**src/rtl/fp_dword_pkg.sv**
```systemverilog
package fp_dword_pkg;
  typedef enum logic [1:0] {
    ST_IDLE   = 2'd0,
    ST_FIRST  = 2'd1,
    ST_SECOND = 2'd2
  } seq_state_t;
endpackage

```
**src/rtl/fp_dword_ea.sv**
```systemverilog
module fp_dword_ea #(
  parameter int AW         = 32,
  parameter int OFS_W      = 16,
  parameter int ALIGN_BITS = 3
) (
  input  logic [AW-1:0]    base,
  input  logic [OFS_W-1:0] offset,
  output logic [AW-1:0]    ea,
  output logic             misaligned
);
  logic [AW+OFS_W-1:0] ofs_wide;

  // sign-extend far enough, then keep the low AW bits
  assign ofs_wide   = {{AW{offset[OFS_W-1]}}, offset};
  assign ea         = base + ofs_wide[AW-1:0];
  assign misaligned = |ea[ALIGN_BITS-1:0];
endmodule

```
**src/rtl/fp_dword_lanes.sv**
```systemverilog
module fp_dword_lanes #(
  parameter int WORD_W = 32,
  localparam int DW    = 2 * WORD_W
) (
  input  logic              big_end,
  input  logic              second_phase,
  input  logic [DW-1:0]     st_data,
  input  logic [WORD_W-1:0] first_word,
  input  logic [WORD_W-1:0] second_word,
  output logic [WORD_W-1:0] wr_word,
  output logic [DW-1:0]     ld_data
);
  logic [WORD_W-1:0] upper_half, lower_half;

  assign upper_half = st_data[DW-1:WORD_W];
  assign lower_half = st_data[WORD_W-1:0];

  // big-endian sends the upper half first; little-endian the lower half
  assign wr_word = (big_end ^ second_phase) ? upper_half : lower_half;
  assign ld_data = big_end ? {first_word, second_word} : {second_word, first_word};
endmodule

```
**src/rtl/fp_dword_seq.sv**
```systemverilog
module fp_dword_seq
  import fp_dword_pkg::*;
#(
  parameter int AW     = 32,
  parameter int OFS_W  = 16,
  parameter int WORD_W = 32,
  localparam int DW         = 2 * WORD_W,
  localparam int ALIGN_BITS = $clog2(DW / 8),
  localparam int STEP       = WORD_W / 8
) (
  input  logic              clk,
  input  logic              rst,
  input  logic              cfg_big_endian,
  input  logic              rev_endian,
  input  logic              req_valid,
  output logic              req_ready,
  input  logic              req_store,
  input  logic [AW-1:0]     req_base,
  input  logic [OFS_W-1:0]  req_offset,
  input  logic [DW-1:0]     req_wdata,
  output logic              mem_req,
  output logic              mem_we,
  output logic [AW-1:0]     mem_addr,
  output logic [WORD_W-1:0] mem_wdata,
  input  logic              mem_ack,
  input  logic [WORD_W-1:0] mem_rdata,
  output logic              done,
  output logic [DW-1:0]     rd_data,
  output logic              addr_err
);
  seq_state_t        state_q;
  logic [AW-1:0]     ea_q;
  logic              big_q;
  logic              store_q;
  logic [DW-1:0]     wdata_q;
  logic [WORD_W-1:0] first_q;

  logic [AW-1:0]     ea_now;
  logic              misaligned;
  logic              accept;
  logic              busy;
  logic              in_second;
  logic [WORD_W-1:0] lane_wr;
  logic [DW-1:0]     lane_ld;

  fp_dword_ea #(
    .AW(AW), .OFS_W(OFS_W), .ALIGN_BITS(ALIGN_BITS)
  ) u_ea (
    .base       (req_base),
    .offset     (req_offset),
    .ea         (ea_now),
    .misaligned (misaligned)
  );

  fp_dword_lanes #(.WORD_W(WORD_W)) u_lanes (
    .big_end      (big_q),
    .second_phase (in_second),
    .st_data      (wdata_q),
    .first_word   (first_q),
    .second_word  (mem_rdata),
    .wr_word      (lane_wr),
    .ld_data      (lane_ld)
  );

  assign busy      = (state_q != ST_IDLE);
  assign in_second = (state_q == ST_SECOND);
  assign req_ready = !busy;
  assign accept    = req_valid && req_ready;

  assign mem_req   = busy;
  assign mem_we    = busy && store_q;
  assign mem_addr  = in_second ? ea_q + AW'(STEP) : ea_q;
  assign mem_wdata = (busy && store_q) ? lane_wr : '0;

  always_ff @(posedge clk) begin
    if (rst) begin
      state_q  <= ST_IDLE;
      ea_q     <= '0;
      big_q    <= 1'b0;
      store_q  <= 1'b0;
      wdata_q  <= '0;
      first_q  <= '0;
      done     <= 1'b0;
      addr_err <= 1'b0;
      rd_data  <= '0;
    end else begin
      done     <= 1'b0;
      addr_err <= 1'b0;
      unique case (state_q)
        ST_IDLE: begin
          if (accept) begin
            if (misaligned) begin
              addr_err <= 1'b1;
            end else begin
              state_q <= ST_FIRST;
              ea_q    <= ea_now;
              big_q   <= cfg_big_endian ^ rev_endian;
              store_q <= req_store;
              wdata_q <= req_wdata;
            end
          end
        end
        ST_FIRST: begin
          if (mem_ack) begin
            first_q <= mem_rdata;
            state_q <= ST_SECOND;
          end
        end
        ST_SECOND: begin
          if (mem_ack) begin
            state_q <= ST_IDLE;
            done    <= 1'b1;
            if (!store_q) rd_data <= lane_ld;
          end
        end
        default: state_q <= ST_IDLE;
      endcase
    end
  end
endmodule

```
**config.mk**
```make
export PLATFORM = sky130hd
export DESIGN_NAME = fp_dword_seq
export DESIGN_NICKNAME = d
export VERILOG_FILES = /design/src/rtl/fp_dword_pkg.sv /design/src/rtl/fp_dword_ea.sv /design/src/rtl/fp_dword_lanes.sv /design/src/rtl/fp_dword_seq.sv
export SDC_FILE = /design/constraint.sdc
export NUM_CORES = 1
export LEC_CHECK = 0
export BUFFER_PORTS_ARGS = -buffer_cell sky130_fd_sc_hd__buf_2
export CELL_PAD_IN_SITES_DETAIL_PLACEMENT = 0
export CELL_PAD_IN_SITES_GLOBAL_PLACEMENT = 1
export CORE_MARGIN = 2
export CORE_UTILIZATION = 34
export DETAILED_ROUTE_END_ITERATION = 8
export PLACE_DENSITY_LB_ADDON = 0.1
export SYNTH_ARGS = -nofsm -noshare
export SYNTH_HDL_FRONTEND = slang
export SYNTH_SLANG_ARGS = --single-unit
```
**constraint.sdc**
```tcl
create_clock -name clk -period 2 [get_ports clk]
set_input_delay 0.1 -clock clk [delete_from_list [all_inputs] [get_ports clk]]
set_output_delay 0.1 -clock clk [all_outputs]
set_load 0.01 [all_outputs]
```
# Word level (Yosys, flattened, before mapping)
# Index checks and enable logic that the tools add are counted.
# Widths: inputs -> output; s select.
# word_totals
reg_bits,198
in_bits,151
out_inout_bits,133
wordCells,47
# op_classes
n_addsub,2
eq_ne,6
mux,11
n_bitwise,7
n_reduce_logical,12
# ops
cell,n
$mux 32,3
$mux 64,1
$add 32x3->32 const B,1
$add 32x32->32,1
$mux 2,4
$ne 2x2->1 const B,4
$pmux 2 s3,1
$reduce_and 3->1,2
$reduce_or 3->1,2
$not 1->1,5
$reduce_and 4->1,1
$eq 2x1->1 const B,1
$eq 2x2->1 const B,1
$logic_and 1x1->1,2
$logic_not 2->1,1
$mux 1,2
$reduce_and 2->1,1
$reduce_bool 2->1,1
$reduce_or 2->1,1
$xor 1x1->1,2
$logic_not 1->1,1

# Depth between registers and ports, before layout
# depth
ltp_word,5
depth_mapped,12
mapped_depth_nobuf,11

# Modules after synthesis
# A second synthesis with hierarchy kept.
# hier_totals
hier_cells,1340
area_unflattened_um2,10755.3
# by_module_without_submodules
module,n_inst,cells_each,area_each_um2,seq_area_each_um2
fp_dword_seq,1,992,7723.7,3963.8
fp_dword_ea,1,241,1737.9,0.0
fp_dword_lanes,1,107,1293.7,0.0

# Worst setup path before layout
# OpenSTA, ideal clock, no wires.
# synth_timing
kind,input port to flip-flop
from,input req_base[0]
to,register ea_q[26]
setup_time_ps,129
arrival_ps,2038
t_required_ps,1871
setup_slack_ps,-167
path_stages,11
n_path_buf,0
cell_sequence,ha_1 > inv_1 > fa_1 > nor2b_4 > o31a_1 > o21ai_2 > a2111oi_2 > o31ai_1 > o21ai_0 > xnor2_1 > o21ai_0
# synth_via
elab_chain_len,4
# synth_lines
item,line_no,source
from (decl),fp_dword_seq.sv:18,"input logic [AW-1:0] req_base,"
$add 32x32->32 (*),fp_dword_ea.sv:15,assign ea = base + ofs_wide[AW-1:0];
$reduce_or 3->1,fp_dword_ea.sv:16,assign misaligned = |ea[ALIGN_BITS-1:0];
$not 1->1 (no line),--,
$reduce_and 3->1 (no line),--,
to (signal assigned),fp_dword_seq.sv:96,ea_q <= ea_now;
to (decl),fp_dword_seq.sv:32,logic [AW-1:0] ea_q;
# Every way passes the cells marked *; elsewhere a longest branch is shown, timed or not.
# A chain may end at the register's enable or synchronous reset.

# Final worst setup path
# layout_timing
from,register state_q[1]
to,output mem_addr[27]
# layout_via
elab_chain_len,2
# layout_lines
item,line_no,source
from (decl),fp_dword_seq.sv:31,seq_state_t state_q;
from (signal assigned),fp_dword_seq.sv:77,state_q <= ST_IDLE;
from (signal assigned),fp_dword_seq.sv:95,state_q <= ST_FIRST;
from (signal assigned),fp_dword_seq.sv:106,state_q <= ST_SECOND;
$eq 2x2->1,fp_dword_seq.sv:66,assign in_second = (state_q == ST_SECOND);
$mux 32,fp_dword_seq.sv:72,assign mem_addr = in_second ? ea_q + AW'(STEP) : ea_q;
to (decl),fp_dword_seq.sv:23,"output logic [AW-1:0] mem_addr,"
# Every way passes these cells.

==> flow_summary.yaml <==
yosys:
  synth_most_common_cell: "nand2_1"
  syn_nets: 1481
  synth_seq_area_share: 0.3932
  syn_avg_cell_area_um2: 7.772
  synthTopCellsByCount: "nand2_1 (337), dfxtp_1 (198), a21oi_1 (178), nor2_1 (98), clkbuf_1 (76)"
  yosysTopAreaCellShare: 0.3932
  synth-edff-count: 0
  ys.flop_type: "dfxtp_1"
  synth_area_leaders: "dfxtp_1 (39%), nand2_1 (13%), a21oi_1 (8.8%), mux2i_1 (6.6%), a211oi_1 (5.1%)"
  syn_area_um2: 10080
  syn_inst: 1297
  async_reset_ff_frac: 0
  synth_cell_types: 63
  yosys.area.top_type: "dfxtp_1"
  synth-seq-cells: 198
  ys_warn_count: 0
floorplan:
  start_util: 0.3428
  rows: 63
  die_y_um: 176.2
  core-area_um2: 29400
  chipWidth_um: 176.2
  io_pins: 284
  dieArea_um2: 31040
status:
  status: "complete, but fails checks"
  violations: "negative setup slack"
power:
  p_switching_mw: 2.813
  seqPwrFrac: 0.433
  cellInternalPower_mw: 6.767
  power.density_nw_per_um2: 607.1
  finalPower_mw: 9.579
  peakVddDrop_mv: 0.4523
  pwr-share-clk: 0.352
  p_leak_nw: 6.700
  swShare: 0.2936
  comb_power_share: 0.215
clock_tree:
  insertion_delay_ns: 0.44
  cts_sinks: 198
  cts_tree: "done"
  clk_root_buffer_cell: "clkbuf_16"
  max-clock-path-buffers: 2
  htree_levels: 4
  numCtsBuffers: 17
  path_clk_slew_ns: 0.07
route:
  wl_per_cell_um: 15.63
  viasPerCell: 4.866
  drt.antenna.violating_nets: 0
  wl_mm: 33.98
  drc: 0
  vias: 10578
  firstDrtPassIters: 4
  drtIter0Drc: 453
global_routing:
  antenna_found_initial: 1
  overflow: 0
  grt_start_max_net_pins: 93
  grt_pass1_vias: 10215
  grt_pass1_wl_mm: 52.82
  grt_usage: 0.2117
critical_path:
  worstPathMaxFanout: 3
  crit_arrival_ns: 2.36
  endpoint_kind: "primary output"
  cp.required_ns: 1.90
  critPathLaunchType: "flop"
  path_class: "flop to primary output"
layout:
  drive_above_1_share: 0.3634
  fin_cells: 2174
  fin_area_um2: 15780
  nFillCells: 2818
  fin_nets: 1954
  syn2layout_area_growth_pct: 56.53
sta:
  drv_slew: 0
  slew_headroom: 0.6459
  fmax_mhz: 405.9
  period_minus_slack_ns: 2.464
  timing.final.crit_share: 1.232
  setup_viol: 56
  fin_skew_ns: 0.01203
  tns_ns: -9.098
  tightest_slew_ns: 0.5256
  final_hold_viol_count: 0
  setup_ws_ns: -0.4638
  rsz0062_at_grt: "true"
placed_design:
  gp_congestion: 0.8289
  hpwl_mm: 22.25
  dp_cells: 2019
  port_buffers: 283
  dpl-instance-area_um2: 12910
  post-place-ws_ns: -0.4341
worst_hold_path:
  hold_path.class: "input port to flop"
job:
  cap_violations: 0
## placed cells by master (no fill, tap or decap), types with 6 or more instances in the layout
master         Yosys  routed
nand2_1          337     280
buf_2              9     275
dfxtp_1          198     189
a21oi_1          178     146
buf_4              2     129
dlygate4sd3_1      0      99
nor2_1            98      91
a211oi_1          68      68
mux2i_1           66      66
nand2_4            0      43
ha_1              32      29
a21oi_2            0      27
xnor2_1           41      26
o21ai_0           28      25
buf_6              0      22
clkbuf_16          0      19
inv_1             17      16
nand2_2            0      14
xnor2_2            0      14
nand4_1           13      13
buf_12             0      13
nand3_1           23      12
a21o_1             9       9
xor2_1            13       8
dfxtp_2            0       8
nand3_2            0       6
nor2_4             0       6
## what timing repair did
action,CTS,global route
cloned,6,2
endpoints found under the hold margin,110,0
buffers inserted,12,9
resized for setup,149,93
pin swaps,68,67
hold buffers,99,0
setup endpoints to repair,59,114
## power groups by stage
stage,Sequential [mW],Clock [mW],Combinational [mW]
after floorplan,4.21,0,0.924
after global placement,4.21,0,1.71
after detailed placement,4.21,0,1.71
after CTS,4.13,3.47,2.04
after global routing,4.16,3.63,2.25
final,4.15,3.38,2.06
## per-layer routing
metal,share of wire,GRT usage,up-vias
li1,-,-,5410
met1,0.45,0.2730,4924
met2,0.49,0.3596,221
met3,0.055,0.04888,23
met4,0.010,0.04787,0
met5,0,0,-
## critical path, stage by stage (launching register included)
cell,delay [ns]
dfxtp_2,0.34
nor2b_4,0.16
buf_6,0.12
nand3_4,0.07
nor4_4,0.36
and2b_2,0.23
and4_4,0.27
buf_6,0.10
xor2_1,0.13
buf_2,0.15
## layout make-up
cell class                      count  area, um2  area share
Antenna cell                        1      2.502   0.0001586
Clock buffer                       19      452.9     0.02871
Clock inverter                     13      112.6    0.007137
Inverter                           17      63.81    0.004044
Multi-Input combinational cell    990       6634      0.4205
Sequential cell                   198       3978      0.2521
Tap cell                          390      488.0     0.03093
Timing Repair Buffer              546       4046      0.2565
## metrics by stage
stage,util,hold slack (ns)
5_1_grt,0.5366,0.03251
4_1_cts,0.5218,0.01175
2_1_floorplan,-,0.2183
3_5_place_dp,0.4391,0.3459
6_report,0.5366,0.05269
3_3_place_gp,0.4391,0.3416
## state kept, by name, summed over array words and instances, names as in the netlist
signal,cells
addr_err,1
big_q,1
done,1
ea_q,32
first_q,32
rd_data,64
state_q,2
store_q,1
wdata_q,64
## path summary, 6_finish.rpt
kind                        to            from  cells after the start  slack, ns
setup / recovery  mem_addr[27]      state_q[1]                      9      -0.46
hold / removal           big_q  cfg_big_endian                      3       0.05
setup reg to reg   wdata_q[23]      state_q[1]                      9       0.15
hold reg to reg    wdata_q[41]     wdata_q[41]                      2       0.46
## kinds of logic after synthesis
group,synth area share
mux,0.06666
fa+ha+maj,0.04171
xor+xnor,0.04692
flops,0.3932
buf+inv,0.04245
simple gates,0.2139
compound gates,0.1951
Note: power is estimated with default switching activity, not from simulation.
